### src/rtl/i2c_tgen_pkg.sv
package i2c_tgen_pkg;

  typedef enum logic [1:0] {
    OP_BIT   = 2'd0,
    OP_START = 2'd1,
    OP_STOP  = 2'd2,
    OP_NONE  = 2'd3
  } opCode_e;

  typedef enum logic [1:0] {
    LD_LOW  = 2'd0,
    LD_HIGH = 2'd1,
    LD_COND = 2'd2
  } loadSel_e;

  // strobes from sequencing control to the counting datapath
  typedef struct packed {
    logic     clear;
    logic     load;
    loadSel_e sel;
  } cntCtl_t;

endpackage

### src/rtl/i2c_tgen_dp.sv
module i2c_tgen_dp
  import i2c_tgen_pkg::*;
#(
  parameter int CNT_W = 16
) (
  input  logic             clk,
  input  logic             rst_n,
  input  logic [CNT_W-1:0] cfgPeriod,
  input  logic [CNT_W-1:0] cfgLow,
  input  logic [CNT_W-1:0] cfgCond,
  input  logic [CNT_W-1:0] cfgDataSetup,
  input  cntCtl_t          ctl,
  output logic             cntZero,
  output logic             atDataPoint,
  output logic             atHighStart
);
  localparam logic [CNT_W-1:0] ONE = CNT_W'(1);

  logic [CNT_W-1:0] periodEff, lowEff, condEff, dsuRaw, dsuEff, highEff;
  logic [CNT_W-1:0] loadVal, cnt;

  // zero settings become one clock; derived high and data-lead counts
  always_comb begin
    periodEff = (cfgPeriod == '0) ? ONE : cfgPeriod;
    lowEff    = (cfgLow == '0) ? ONE : cfgLow;
    condEff   = (cfgCond == '0) ? ONE : cfgCond;
    dsuRaw    = (cfgDataSetup == '0) ? ONE : cfgDataSetup;
    dsuEff    = (dsuRaw > lowEff) ? lowEff : dsuRaw;
    highEff   = (periodEff > lowEff) ? (periodEff - lowEff) : ONE;
    unique case (ctl.sel)
      LD_LOW:  loadVal = lowEff;
      LD_HIGH: loadVal = highEff;
      default: loadVal = condEff;
    endcase
  end

  // counter holds remaining cycles minus one; a phase of N lasts N cycles
  always_ff @(posedge clk or negedge rst_n) begin
    if (!rst_n)              cnt <= '0;
    else if (ctl.clear)      cnt <= '0;
    else if (ctl.load)       cnt <= loadVal - ONE;
    else if (cnt != '0)      cnt <= cnt - ONE;
  end

  assign cntZero     = (cnt == '0);
  assign atDataPoint = (cnt == dsuEff - ONE);
  assign atHighStart = (cnt == highEff - ONE);

endmodule

### src/rtl/i2c_tgen_ctl.sv
module i2c_tgen_ctl
  import i2c_tgen_pkg::*;
(
  input  logic    clk,
  input  logic    rst_n,
  input  logic    cmdValid,
  input  opCode_e cmdOp,
  input  logic    forceReset,
  input  logic    sclIn,
  input  logic    cntZero,
  input  logic    atDataPoint,
  input  logic    atHighStart,
  output cntCtl_t ctl,
  output logic    sclLow,
  output logic    ready,
  output logic    sdaChange,
  output logic    sdaSample,
  output logic    startEdge,
  output logic    stopEdge
);
  typedef enum logic [3:0] {
    ST_IDLE, ST_HELD, ST_LOW, ST_WAITHI, ST_HIGH,
    ST_SSETUP, ST_SHOLD, ST_PSETUP, ST_BUSFREE
  } phase_e;

  phase_e  state, stateNext;
  opCode_e pendOp, pendNext;
  logic    sclLowNext;

  always_comb begin
    stateNext  = state;
    pendNext   = pendOp;
    sclLowNext = sclLow;
    ctl        = '{clear: 1'b0, load: 1'b0, sel: LD_LOW};
    if (forceReset) begin
      stateNext  = ST_IDLE;
      pendNext   = OP_NONE;
      sclLowNext = 1'b0;
      ctl.clear  = 1'b1;
    end else begin
      unique case (state)
        ST_IDLE: if (cmdValid && cmdOp == OP_START) begin
          stateNext = ST_SSETUP;
          ctl.load  = 1'b1;
          ctl.sel   = LD_COND;
        end
        ST_HELD: if (cmdValid && cmdOp != OP_NONE) begin
          stateNext = ST_LOW;
          pendNext  = cmdOp;
          ctl.load  = 1'b1;
          ctl.sel   = LD_LOW;
        end
        ST_LOW: if (cntZero) begin
          sclLowNext = 1'b0;
          stateNext  = ST_WAITHI;
        end
        ST_WAITHI: if (sclIn) begin
          ctl.load = 1'b1;
          unique case (pendOp)
            OP_BIT:   begin stateNext = ST_HIGH;   ctl.sel = LD_HIGH; end
            OP_START: begin stateNext = ST_SSETUP; ctl.sel = LD_COND; end
            default:  begin stateNext = ST_PSETUP; ctl.sel = LD_COND; end
          endcase
        end
        ST_HIGH, ST_SHOLD: if (cntZero) begin
          sclLowNext = 1'b1;
          stateNext  = ST_HELD;
        end
        ST_SSETUP: if (cntZero) begin
          stateNext = ST_SHOLD;
          ctl.load  = 1'b1;
          ctl.sel   = LD_COND;
        end
        ST_PSETUP: if (cntZero) begin
          stateNext = ST_BUSFREE;
          ctl.load  = 1'b1;
          ctl.sel   = LD_LOW;
        end
        ST_BUSFREE: if (cntZero) stateNext = ST_IDLE;
        default: stateNext = ST_IDLE;
      endcase
    end
  end

  always_ff @(posedge clk or negedge rst_n) begin
    if (!rst_n) begin
      state  <= ST_IDLE;
      pendOp <= OP_NONE;
      sclLow <= 1'b0;
    end else begin
      state  <= stateNext;
      pendOp <= pendNext;
      sclLow <= sclLowNext;
    end
  end

  assign ready     = (state == ST_IDLE) || (state == ST_HELD);
  assign sdaChange = (state == ST_LOW) && atDataPoint;
  assign sdaSample = (state == ST_HIGH) && atHighStart;
  assign startEdge = (state == ST_SSETUP) && cntZero;
  assign stopEdge  = (state == ST_PSETUP) && cntZero;

endmodule

### src/rtl/i2c_scl_timer.sv
module i2c_scl_timer
  import i2c_tgen_pkg::*;
#(
  parameter int CNT_W = 16
) (
  input  logic             clk,
  input  logic             rst_n,
  input  logic [CNT_W-1:0] cfgPeriod,
  input  logic [CNT_W-1:0] cfgLow,
  input  logic [CNT_W-1:0] cfgCond,
  input  logic [CNT_W-1:0] cfgDataSetup,
  input  logic             cmdValid,
  input  logic [1:0]       cmdOp,
  input  logic             forceReset,
  input  logic             sclIn,
  output logic             sclLow,
  output logic             ready,
  output logic             sdaChange,
  output logic             sdaSample,
  output logic             startEdge,
  output logic             stopEdge
);
  cntCtl_t ctl;
  logic    cntZero, atDataPoint, atHighStart;

  i2c_tgen_ctl u_ctl (
    .clk(clk), .rst_n(rst_n), .cmdValid(cmdValid), .cmdOp(opCode_e'(cmdOp)),
    .forceReset(forceReset), .sclIn(sclIn), .cntZero(cntZero),
    .atDataPoint(atDataPoint), .atHighStart(atHighStart), .ctl(ctl),
    .sclLow(sclLow), .ready(ready), .sdaChange(sdaChange),
    .sdaSample(sdaSample), .startEdge(startEdge), .stopEdge(stopEdge)
  );

  i2c_tgen_dp #(.CNT_W(CNT_W)) u_dp (
    .clk(clk), .rst_n(rst_n), .cfgPeriod(cfgPeriod), .cfgLow(cfgLow),
    .cfgCond(cfgCond), .cfgDataSetup(cfgDataSetup), .ctl(ctl),
    .cntZero(cntZero), .atDataPoint(atDataPoint), .atHighStart(atHighStart)
  );

endmodule

### config.mk
export PLATFORM = sky130hd
export DESIGN_NAME = i2c_scl_timer
export DESIGN_NICKNAME = d
export VERILOG_FILES = /design/src/rtl/i2c_tgen_pkg.sv /design/src/rtl/i2c_tgen_dp.sv /design/src/rtl/i2c_tgen_ctl.sv /design/src/rtl/i2c_scl_timer.sv
export SDC_FILE = /design/constraint.sdc
export NUM_CORES = 1
export LEC_CHECK = 0
export BUFFER_PORTS_ARGS = -buffer_cell sky130_fd_sc_hd__buf_2
export CORE_AREA = 2 2 112 114
export CTS_CLUSTER_DIAMETER = 200
export CTS_CLUSTER_SIZE = 12
export DETAILED_ROUTE_END_ITERATION = 16
export DIE_AREA = 0 0 114 116
export PLACE_DENSITY = 0.76
export SLEW_MARGIN = 20
export SYNTH_ARGS = -nofsm -noshare
export SYNTH_HDL_FRONTEND = slang
export SYNTH_SLANG_ARGS = --single-unit
### constraint.sdc
create_clock -name clk -period 6.6 [get_ports clk]
set_input_delay 0.33 -clock clk [delete_from_list [all_inputs] [get_ports clk]]
set_output_delay 0.33 -clock clk [all_outputs]
set_load 0.03 [all_outputs]
# After elaboration in Yosys (flattened, before gate mapping)
# Index checks and enable logic that the tools add are counted.
word_totals:
  output_inout_bits: 6
  reg_bits: 23
  wordCells: 94
  input_bits: 71
classes:
  order_cmp: 2
  n_eq_ne: 22
  n_reduce_logical: 24
  n_mux: 37
  addsub: 5
op_table:
  columns: ["cell", "count"]
  rows:
  - ["$mux 16", 9]
  - ["$logic_not 16->1", 5]
  - ["$sub 16x1->16 const B", 4]
  - ["$mux 4", 9]
  - ["$eq 16x16->1", 2]
  - ["$gt 16x16->1", 2]
  - ["$pmux 16 s2", 1]
  - ["$pmux 4 s8", 1]
  - ["$ne 3x2->1 const B", 7]
  - ["$mux 3", 6]
  - ["$eq 4x3->1 const B", 4]
  - ["$reduce_bool 16->1", 1]
  - ["$sub 16x16->16", 1]
  - ["$pmux 3 s5", 1]
  - ["$eq 4x2->1 const B", 2]
  - ["$mux 2", 4]
  - ["$reduce_and 8->1", 1]
  - ["$eq 2x1->1 const B", 3]
  - ["$logic_and 1x1->1", 6]
  - ["$reduce_bool 3->1", 2]
  - ["$eq 4x1->1 const B", 1]
  - ["$eq 4x4->1 const B", 1]
  - ["$logic_not 2->1", 2]
  - ["$logic_not 4->1", 1]
  - ["10 further kinds", 14]

# Logic depth before layout (Yosys ltp)
# Gate-level depths: netlist of the first run.
depth:
  ltp_word: 10
  depth_mapped: 22
  ltp_nobuf: 21

# Modules after synthesis
# Synthesis of the first run repeated with hierarchy kept, for this count alone.
unflattened:
  cells_unflattened: 793
  area_unflattened_um2: 5793.1
modules_own_cells:
  columns: ["module", "area_per_inst_um2", "seq_area_each_um2", "cells_per_inst", "instances"]
  rows:
  - ["i2c_tgen_dp", 5159.9, 400.4, 714, 1]
  - ["i2c_tgen_ctl", 633.1, 177.7, 79, 1]

# Worst setup path after synthesis of the first run
# Ideal clock, no wire load.
synth_path:
  path_kind: "input -> output"
  start: "input cfgLow[9]"
  end: "output sdaChange"
  stages: 20
  path_buffers: 1
  required_ps: 6270
  arrival_ps: 5406
  slack_ps: 864
  cell_sequence: "or3_1 nand2b_1 o41a_1 inv_1 ha_1 nor2b_1 o211ai_1 a21oi_1 or4b_2 nand2_1 buf_2 nor2_1 a21oi_1 ha_1 or4b_1 o41ai_4 and3_1 o22ai_1 a21o_1 nor4_1"
synth_between:
  elab_chain_cells: 7
synth_rtl:
  columns: ["element", "line", "source"]
  rows:
  - ["from (decl)", "i2c_scl_timer.sv:9", "input logic [CNT_W-1:0] cfgLow,"]
  - ["$logic_not 16->1", "i2c_tgen_dp.sv:25", "lowEff = (cfgLow == '0) ? ONE : cfgLow;"]
  - ["$mux 16 (*)", "i2c_tgen_dp.sv:25", null]
  - ["$gt 16x16->1", "i2c_tgen_dp.sv:28", "dsuEff = (dsuRaw > lowEff) ? lowEff : dsuRaw;"]
  - ["$mux 16 (*)", "i2c_tgen_dp.sv:28", null]
  - ["$sub 16x1->16 (*)", "i2c_tgen_dp.sv:46", "assign atDataPoint = (cnt == dsuEff - ONE);"]
  - ["$eq 16x16->1 (*)", "i2c_tgen_dp.sv:46", null]
  - ["$logic_and 1x1->1 (*)", "i2c_tgen_ctl.sv:98", "assign sdaChange = (state == ST_LOW) && atDataPoint;"]
  - ["to (decl)", "i2c_scl_timer.sv:18", "output logic sdaChange,"]
# Mark *: on every way between the ends. The rest lies on a longest branch, timed or not.

# Worst setup path in the final report of the first run
layout_path:
  start: "input cfgLow[5]"
  end: "output sdaSample"
layout_between:
  elab_chain_cells: 7
  word_cells_on_any_way: 8
  cone_classes: "2 x add/sub; 1 x order compare; 1 x eq/ne; 2 x mux; 2 x reduce/logical"
layout_rtl:
  columns: ["element", "line", "source"]
  rows:
  - ["$logic_not 16->1", "i2c_tgen_dp.sv:25", null]
  - ["$mux 16 (*)", "i2c_tgen_dp.sv:25", null]
  - ["$sub 16x16->16 / $gt 16x16->1 (equally long branches)", "i2c_tgen_dp.sv:29", "highEff = (periodEff > lowEff) ? (periodEff - lowEff) : ONE;"]
  - ["$mux 16 (*)", "i2c_tgen_dp.sv:29", null]
  - ["$sub 16x1->16 (*)", "i2c_tgen_dp.sv:47", "assign atHighStart = (cnt == highEff - ONE);"]
  - ["$eq 16x16->1 (*)", "i2c_tgen_dp.sv:47", null]
  - ["$logic_and 1x1->1 (*)", "i2c_tgen_ctl.sv:99", "assign sdaSample = (state == ST_HIGH) && atHighStart;"]
  - ["to (decl)", "i2c_scl_timer.sv:19", "output logic sdaSample,"]
# Marked as above.

==> out/results.tsv, run 1 <==
stage	metric	value	unit
outcome	status	finished, final reports clean	
critical_path	worst-path fanout max	15	
power_and_ir_drop	Pwr Total	0.00132	W
drt	initial DRC count	840	
final_layout	share of cells above drive strength 1	0.171	
sta	Hold Fails Final Rpt	0	
drt	DRC viols	0	
yosys	largest family of logic cells by synthesized area	simple AND/OR/NAND/NOR gates	
place	dpl ws	0.462	ns
sta	Slew Viols, Final	0	
critical_path	Worst R2R End	u_dp.cnt[12]	
power_and_ir_drop	Max VDD drop	0.000209	V
drt	Pre-Repair DR Iteration Count	8	
yosys	Synth Area in Compound Gates	0.290	
critical_path	Worst R2R Setup Slack	2.80	ns
sta	Max Clock Skew	0.00193	ns
yosys	XOR/XNOR share of the synthesized area	0.0883	
final_layout	Layout Cells excl Fill	902	
yosys	Post-synth EDFFs	0	
sta	Slew HR	0.457	
yosys	Synth top area share	0.0979	
floorplanning	core area	0.0119	mm^2
drt	Routed WL	19.0	mm
yosys	Ys Warns	0	
critical_path	Max stage delay on crit path	0.64	ns
yosys	Syn Inst Count	735	
sta	RSZ-0062 raised after global routing	no	
critical_path	crit end category	output port	
job	max cap viols	0	
final_layout	area grow syn2layout	7.34	%
sta	Worst-Margin Slew	0.811	ns
place	DP Cell Count	898	
yosys	Top FF cell, synth	dfrtp_1	
yosys	synth cell count leaders	nor2_1 (62), a21oi_1 (50), clkbuf_1 (46)	
place	GP Congestion	0.978	
global_route	first-pass GRT wire length	30.2	mm
yosys	simple-gate share of the synthesized area	0.334	
clocking	Post-CTS Hold Buffers	0	
yosys	Yosys reg bits	23	
yosys	Mean Syn Cell Area	7.30	um^2
yosys	asr flop ratio synth	1.00	
critical_path	Worst R2R Start	u_dp.cnt[4]	
global_route	all-layer global routing usage	0.288	
place	port bufs	76	
floorplanning	I/O Pins	77	
place	Final HPWL DP	15.2	mm
yosys	count leader, synth	nor2_1	
sta	top achievable clock speed	164	MHz
clocking	CTS H-tree lvls	1	
power_and_ir_drop	leak pwr	2.30	nW
sta	post-route setup slack	0.519	ns
yosys	Yosys top cell by area	dfrtp_1	
floorplanning	die area	0.0132	mm^2
floorplanning	row cnt	40	
critical_path	Critical Path AT	5.75	ns
critical_path	reg2reg path depth	11	
clocking	Worst-Skew Late Latency	0.25	ns
clocking	CTS root buf	clkbuf_16	
drt	vias	6148	
global_route	total grt overflow	0	
yosys	Yosys cell types	98	
drt	drt via density	6.82	
final_layout	Layout Nets	863	
sta	fin crit share	0.921	
critical_path	slowest CP cell	or4b_4	
clocking	total CTS buffers	3	
place	Post-DP Area	0.00568	mm^2
clocking	Worst-path clk slew	0.06	ns
floorplanning	DIE WIDTH	114	um
critical_path	Crit. Startpoint	cfgLow[5]	
final_layout	filler cell count	1203	
yosys	syn nets	842	
drt	WL/cell	21.0	um
critical_path	Setup crit start kind	input pin	
yosys	Seq/Total Area, Yosys	0.108	
yosys	main area contributors after synthesis	dfrtp_1 (9.8%), ha_1 (8.2%), a21oi_1 (4.7%)	
critical_path	WP data required	6.27	ns
final_layout	ANT cells	0	
yosys	multiplexer share of the synthesized area	0.0210	
critical_path	Crit Path Category	in2out	
clocking	CTS tree	built	
global_route	antenna violations before repair	0	
sta	min cycle time layout	6.08	ns
yosys	Netlist Area Pre-Place	0.00537	mm^2
clocking	Clock Tree Buf Depth	2	
drt	Post-DRT Antenna Nets	0	
min_path	Hold/Removal Path Class	in2async	
global_route	largest net degree at the start of global routing	24	
floorplanning	Initial Util	0.451	
critical_path	crit path cell chain	buf_2 -> nor4_2 -> nand2_1 -> o41a_1 -> inv_1 -> ha_1 -> fa_1 -> nand2b_1 -> a21o_1 -> a211o_1 -> and3_1 -> or3_1 -> ha_1 -> nand4_1 -> or4b_4 -> o211ai_1 -> xor2_1 -> nor4_1 -> nand4_1 -> nor4_2 -> buf_2	
clocking	clock sink total	23	
global_route	vias in the first global route	5607	
yosys	Adder-Cell Fraction of Synth Area	0.0853	
power_and_ir_drop	power per cell area	228	mW/mm^2
critical_path	CP Capture Point	sdaSample	
sta	Setup Total Neg Slack	0	ns
sta	final count of negative-setup-slack endpoints	0	
final_layout	fin area	0.00576	mm^2
floorplanning	Die Span Y	116	um
clocking	post-CTS setup buffer count	0	
==> what timing repair did <==
| item | in CTS | in global routing |
|---|---|---|
| endpoints found under the hold margin | 0 | 0 |
| setup endpoints to repair | 0 | 1 |
| gates resized for setup | 0 | 1 |
==> cell usage in the layout, fill, tap and decap left out, types with 20 or more instances in the layout <==
cell type	instances
nor2_1	62
o21ai_0	33
xor2_1	20
nand3_1	32
buf_2	76
a21oi_1	50
xnor2_1	27
nor3_1	33
nand2_1	45
inv_1	28
nor4_1	23
dfrtp_1	21
ha_1	35
==> through the flow <==
| stage | util | hold slack, ns |
|---|---|---|
| detailed placement | 0.477 | 0.339 |
| CTS | 0.483 | 0.0688 |
| global placement | 0.477 | 0.332 |
| floorplan | - | 0.0344 |
| global route | 0.484 | 0.0955 |
| finish | 0.484 | 0.0508 |
==> registers in the layout, summed over array words and instances, names as in the netlist <==
signal        count
u_ctl.pendOp      2
u_ctl.sclLow      1
u_ctl.state       4
u_dp.cnt         16
==> routing by layer <==
metal | GRT usage | share of wire | vias up
li1 | - | - | 2830
met1 | 0.413 | 0.41 | 2819
met2 | 0.452 | 0.43 | 444
met3 | 0.0387 | 0.13 | 55
met4 | 0.0862 | 0.030 | 0
met5 | 0 | 0 | -
==> worst max-delay path, delay by kind of cell <==
| kind | cells | cell delay (ns) |
|---|---|---|
| adder cells (fa/ha/maj) | 3 | 0.79 |
| AO/OA/AOI/OAI | 4 | 0.88 |
| XOR/XNOR | 1 | 0.09 |
| buffers and inverters | 3 | 0.55 |
| AND/OR/NAND/NOR | 10 | 3.12 |
==> cell type report <==
| class | count | area (um^2) | share of cell area |
|---|---|---|---|
| multi-input combinational | 619 | 4400 | 0.763 |
| sequential | 23 | 578 | 0.100 |
| timing repair buffer | 81 | 418 | 0.0725 |
| tap | 147 | 184 | 0.0319 |
| inverter | 28 | 105 | 0.0182 |
| clock buffer | 4 | 78.8 | 0.0137 |
==> worst min-delay path by stage <==
stage                         endpoint  slack, ns  depth (start not counted)
after floorplan           u_ctl.sclLow       0.03                          0
after global placement     u_dp.cnt[7]       0.33                          1
after detailed placement   u_dp.cnt[8]       0.34                          1
after CTS                  u_dp.cnt[8]       0.07                          1
after global routing       u_dp.cnt[0]        0.1                          1
final                      u_dp.cnt[0]       0.05                          1
==> power breakdown <==
| group | internal [W] | total (W) | leakage [nW] | switching, W |
|---|---|---|---|---|
| combinational | 0.000357 | 0.000889 | 1.96 | 0.000532 |
| clock | 0.0000824 | 0.000132 | 0.0382 | 0.0000499 |
| sequential | 0.000182 | 0.000294 | 0.304 | 0.000112 |
==> logic make-up after synthesis <==
logic type                 after synthesis
AOI/OAI and AO/OA                      210
xor gates and xnor gates                50
adders and majority gates               36
buffers and inverters                   93
DFF                                     23
muxes                                   11
and+or+nand+nor                        312
(Power assumes the default switching activity.)
==> inputs of run 2 (changes only) <==
--- a/config.mk
+++ b/config.mk
@@ -5,13 +5,12 @@
 export SDC_FILE = /design/constraint.sdc
 export NUM_CORES = 1
 export LEC_CHECK = 0
-export BUFFER_PORTS_ARGS = -buffer_cell sky130_fd_sc_hd__buf_2
+export BUFFER_PORTS_ARGS = -buffer_cell sky130_fd_sc_hd__buf_4
 export CORE_AREA = 2 2 112 114
 export CTS_CLUSTER_DIAMETER = 200
 export CTS_CLUSTER_SIZE = 12
 export DETAILED_ROUTE_END_ITERATION = 16
 export DIE_AREA = 0 0 114 116
-export PLACE_DENSITY = 0.76
 export SLEW_MARGIN = 20
 export SYNTH_ARGS = -nofsm -noshare
 export SYNTH_HDL_FRONTEND = slang
==> run 2 against run 1 <==
  * Sequential power increased by 2%
  * Wire length increased by 7.9%
  * Final area grew 3.6%
  * Clock power up 5%
  * Sequential share of layout area shrank 0.35 points
  * Cell count rose by 0.33%
  * Register-to-register slack worse by 0.08 ns
  * Power up 1.0%
  * Core utilization increased by 1.8 points
  * Via count is 0.99% lower
  * Critical path type unchanged
==> out/results.tsv, run 2 (synthesis gave the netlist of run 1 again) <==
stage	metric	value	unit	change
outcome	status	finished, final reports clean		
drt	Routed met2 length	9.29	mm	+14%
clocking	total CTS buffers	3		unchanged
power_and_ir_drop	Switching Power	0.000695	W	+0.13%
sta	Slew Viols, Final	0		unchanged
final_layout	FF/Latch Area	578	um^2	unchanged
critical_path	worst path bufs/invs	3		unchanged
clocking	CTS tree	built		
drt	WL/cell	22.6	um	+7.5%
global_route	antenna violations before repair	0		unchanged
drt	Routed WL	20.5	mm	+7.9%
power_and_ir_drop	Max VDD drop	0.000224	V	+6.9%
final_layout	max reg flops	16		unchanged
drt	wire length on met3	1.88	mm	-21%
critical_path	Setup crit start kind	input pin		
floorplanning	row cnt	40		unchanged
clocking	Resized Gates After CTS	0		unchanged
sta	Worst-Margin Slew	0.904	ns	+0.0924 ns
sta	min cycle time layout	6.02	ns	-0.0601 ns
clocking	clock sink total	23		unchanged
sta	RSZ-0062 raised after global routing	no		
sta	top achievable clock speed	166	MHz	+1.0%
critical_path	Max stage delay on crit path	0.80	ns	+0.16 ns
sta	Slew HR	0.398		-0.0596
power_and_ir_drop	clock power share	0.104		+0.003
place	GP Congestion	0.964		-1.4%
global_route	largest net degree at the start of global routing	24		unchanged
critical_path	Worst R2R Setup Slack	2.72	ns	-0.08 ns
power_and_ir_drop	Flop pwr share	0.226		+0.002
final_layout	filler cell count	1198		-0.42%
global_route	total grt overflow	0		unchanged
critical_path	reg2reg path depth	11		unchanged
min_path	Hold/Removal Path Class	in2reg		
critical_path	Worst R2R End	u_dp.cnt[14]		
final_layout	most common cell after layout, fill and taps aside	buf_4		
drt	Top Layer Used	met4		
power_and_ir_drop	leak pwr	2.38	nW	+3.4%
min_path	Hold Crit Endpoint	u_ctl.state[0]		
final_layout	Most flops, register	u_dp.cnt		
critical_path	crit end category	output port		
global_route	all-layer global routing usage	0.313		+0.0245
critical_path	Worst R2R Start	u_dp.cnt[5]		
global_route	vias in the first global route	5769		+2.9%
floorplanning	die area	0.0132	mm^2	unchanged
sta	Hold Fails Final Rpt	0		unchanged
drt	DRC viols	0		unchanged
drt	vias	6087		-0.99%
critical_path	worst-path fanout max	12		-3
final_layout	area grow syn2layout	11.3	%	
floorplanning	core area	0.0119	mm^2	unchanged
critical_path	slowest CP cell	or4b_2		
sta	final count of negative-setup-slack endpoints	0		unchanged
place	Final HPWL DP	16.6	mm	+9.6%
sta	fin crit share	0.912		-0.00910
drt	drt via density	6.73		-1.3%
floorplanning	I/O Pins	77		unchanged
final_layout	Layout Nets	866		+0.35%
drt	Post-DRT Antenna Nets	0		unchanged
global_route	first-pass GRT wire length	32.2	mm	+6.4%
clocking	Worst-path clk slew	0.06	ns	about the same
final_layout	Layout Cells excl Fill	905		+0.33%
place	DP Cell Count	900		+0.22%
power_and_ir_drop	Comb power frac	0.670		-0.006
min_path	hold path startpoint	forceReset		
drt	initial DRC count	775		-7.7%
power_and_ir_drop	power per cell area	223	mW/mm^2	-2.5%
floorplanning	DIE WIDTH	114	um	unchanged
critical_path	Critical Path AT	5.69	ns	-0.06 ns
power_and_ir_drop	Internal Pwr Total	0.000634	W	+2.0%
floorplanning	Initial Util	0.451		unchanged
sta	Max Clock Skew	0.00240	ns	+0.000477 ns
final_layout	most frequent cells in the layout	buf_4 (83), nor2_1 (62), a21oi_1 (50)		
critical_path	WP data required	6.27	ns	about the same
critical_path	Crit. Startpoint	cfgLow[5]		
job	max cap viols	0		unchanged
power_and_ir_drop	Sw Share	0.523		-0.00467
drt	Pre-Repair DR Iteration Count	6		-2
clocking	CTS root buf	clkbuf_16		
drt	met1 WL	8.74	mm	+11%
final_layout	Largest regs	u_dp.cnt (16), u_ctl.state (4), u_ctl.pendOp (2)		
sta	Setup Total Neg Slack	0	ns	unchanged
clocking	CTS H-tree lvls	1		unchanged
clocking	Clock Tree Buf Depth	2		unchanged
final_layout	share of cells above drive strength 1	0.173		+0.00196
clocking	Worst-Skew Late Latency	0.27	ns	+0.02 ns
min_path	hold path depth	2		
floorplanning	Die Span Y	116	um	unchanged
critical_path	crit path cell chain	buf_4 -> nor4_1 -> nand2_1 -> o41a_1 -> inv_1 -> ha_1 -> nor2b_1 -> o211ai_1 -> a21oi_1 -> or4b_2 -> nand2_1 -> nor2_1 -> a21oi_1 -> ha_1 -> or4b_1 -> o41ai_4 -> and3_1 -> o22ai_1 -> a21o_1 -> nor4_1 -> buf_4		
critical_path	Crit Path Category	in2out		
critical_path	Crit path max-delay family	simple AND/OR/NAND/NOR gates		
final_layout	area occupied by multi-input gates	0.00439	mm^2	-0.14%
place	port bufs	76		unchanged
final_layout	ANT cells	0		unchanged
-- run 2: cell count changes in the layout (fill, tap and decap cells not counted) --
cell           before  now
clkinv_2            0    1
dlygate4sd3_1       0    1
nor4_1             23   24
buf_4               5   83
nor4_2              3    2
buf_2              76    0
clkbuf_1            1    0
-- run 2: per-layer routing --
metal / GRT usage / up-vias
li1: - / 2831
met5: 0 / -
met1: 0.433 / 2845
met3: 0.0335 / 48
met4: 0.0829 / 0
met2: 0.520 / 363
-- run 2: how the worst max path moves through the flow --
stage                endpoint  slack (ns)  cells past startpoint
floorplan           sdaChange        0.86                     20
global placement    sdaChange        0.79                     21
detailed placement  sdaChange        0.69                     21
CTS                 sdaChange        0.66                     21
global route        sdaChange        0.26                     22
finish              sdaChange        0.58                     21
-- run 2: through the flow --
step / hold slack (ns) / worst slack, ns / utilization / power [W] / instance area [um^2]
final: 0.295 / 0.579 / 0.501 / 0.00133 / 5970
after CTS: 0.290 / 0.662 / 0.501 / 0.00131 / 5970
after floorplan: 0.0344 / 0.864 / - / 0.000939 / 5370
after global routing: 0.302 / 0.265 / 0.501 / 0.00142 / 5970
after global placement: 0.248 / 0.794 / 0.494 / 0.00116 / 5880
after detailed placement: 0.251 / 0.690 / 0.494 / 0.00117 / 5880
-- run 2: area by class of cell --
| class | instances | share of cell area |
|---|---|---|
| clock buffer | 3 | 0.0126 |
| clock inverter | 1 | 0.000838 |
| inverter | 28 | 0.0176 |
| multi-input combinational | 619 | 0.735 |
| sequential | 23 | 0.0968 |
| tap | 147 | 0.0308 |
| timing repair buffer | 84 | 0.106 |
-- run 2: power groups by stage --
| stage | Clock [W] | Sequential, W | Combinational [W] |
|---|---|---|---|
| after floorplan | 0 | 0.000229 | 0.000710 |
| after global placement | 0 | 0.000297 | 0.000864 |
| after detailed placement | 0 | 0.000297 | 0.000874 |
| after CTS | 0.000141 | 0.000294 | 0.000879 |
| after global routing | 0.000144 | 0.000301 | 0.000975 |
| final | 0.000138 | 0.000301 | 0.000891 |
-- run 2: timing repair --
action | CTS | global route
hold buffers | 1 | 0
hold endpoints to repair | 21 | 0
buffers inserted | 0 | 0
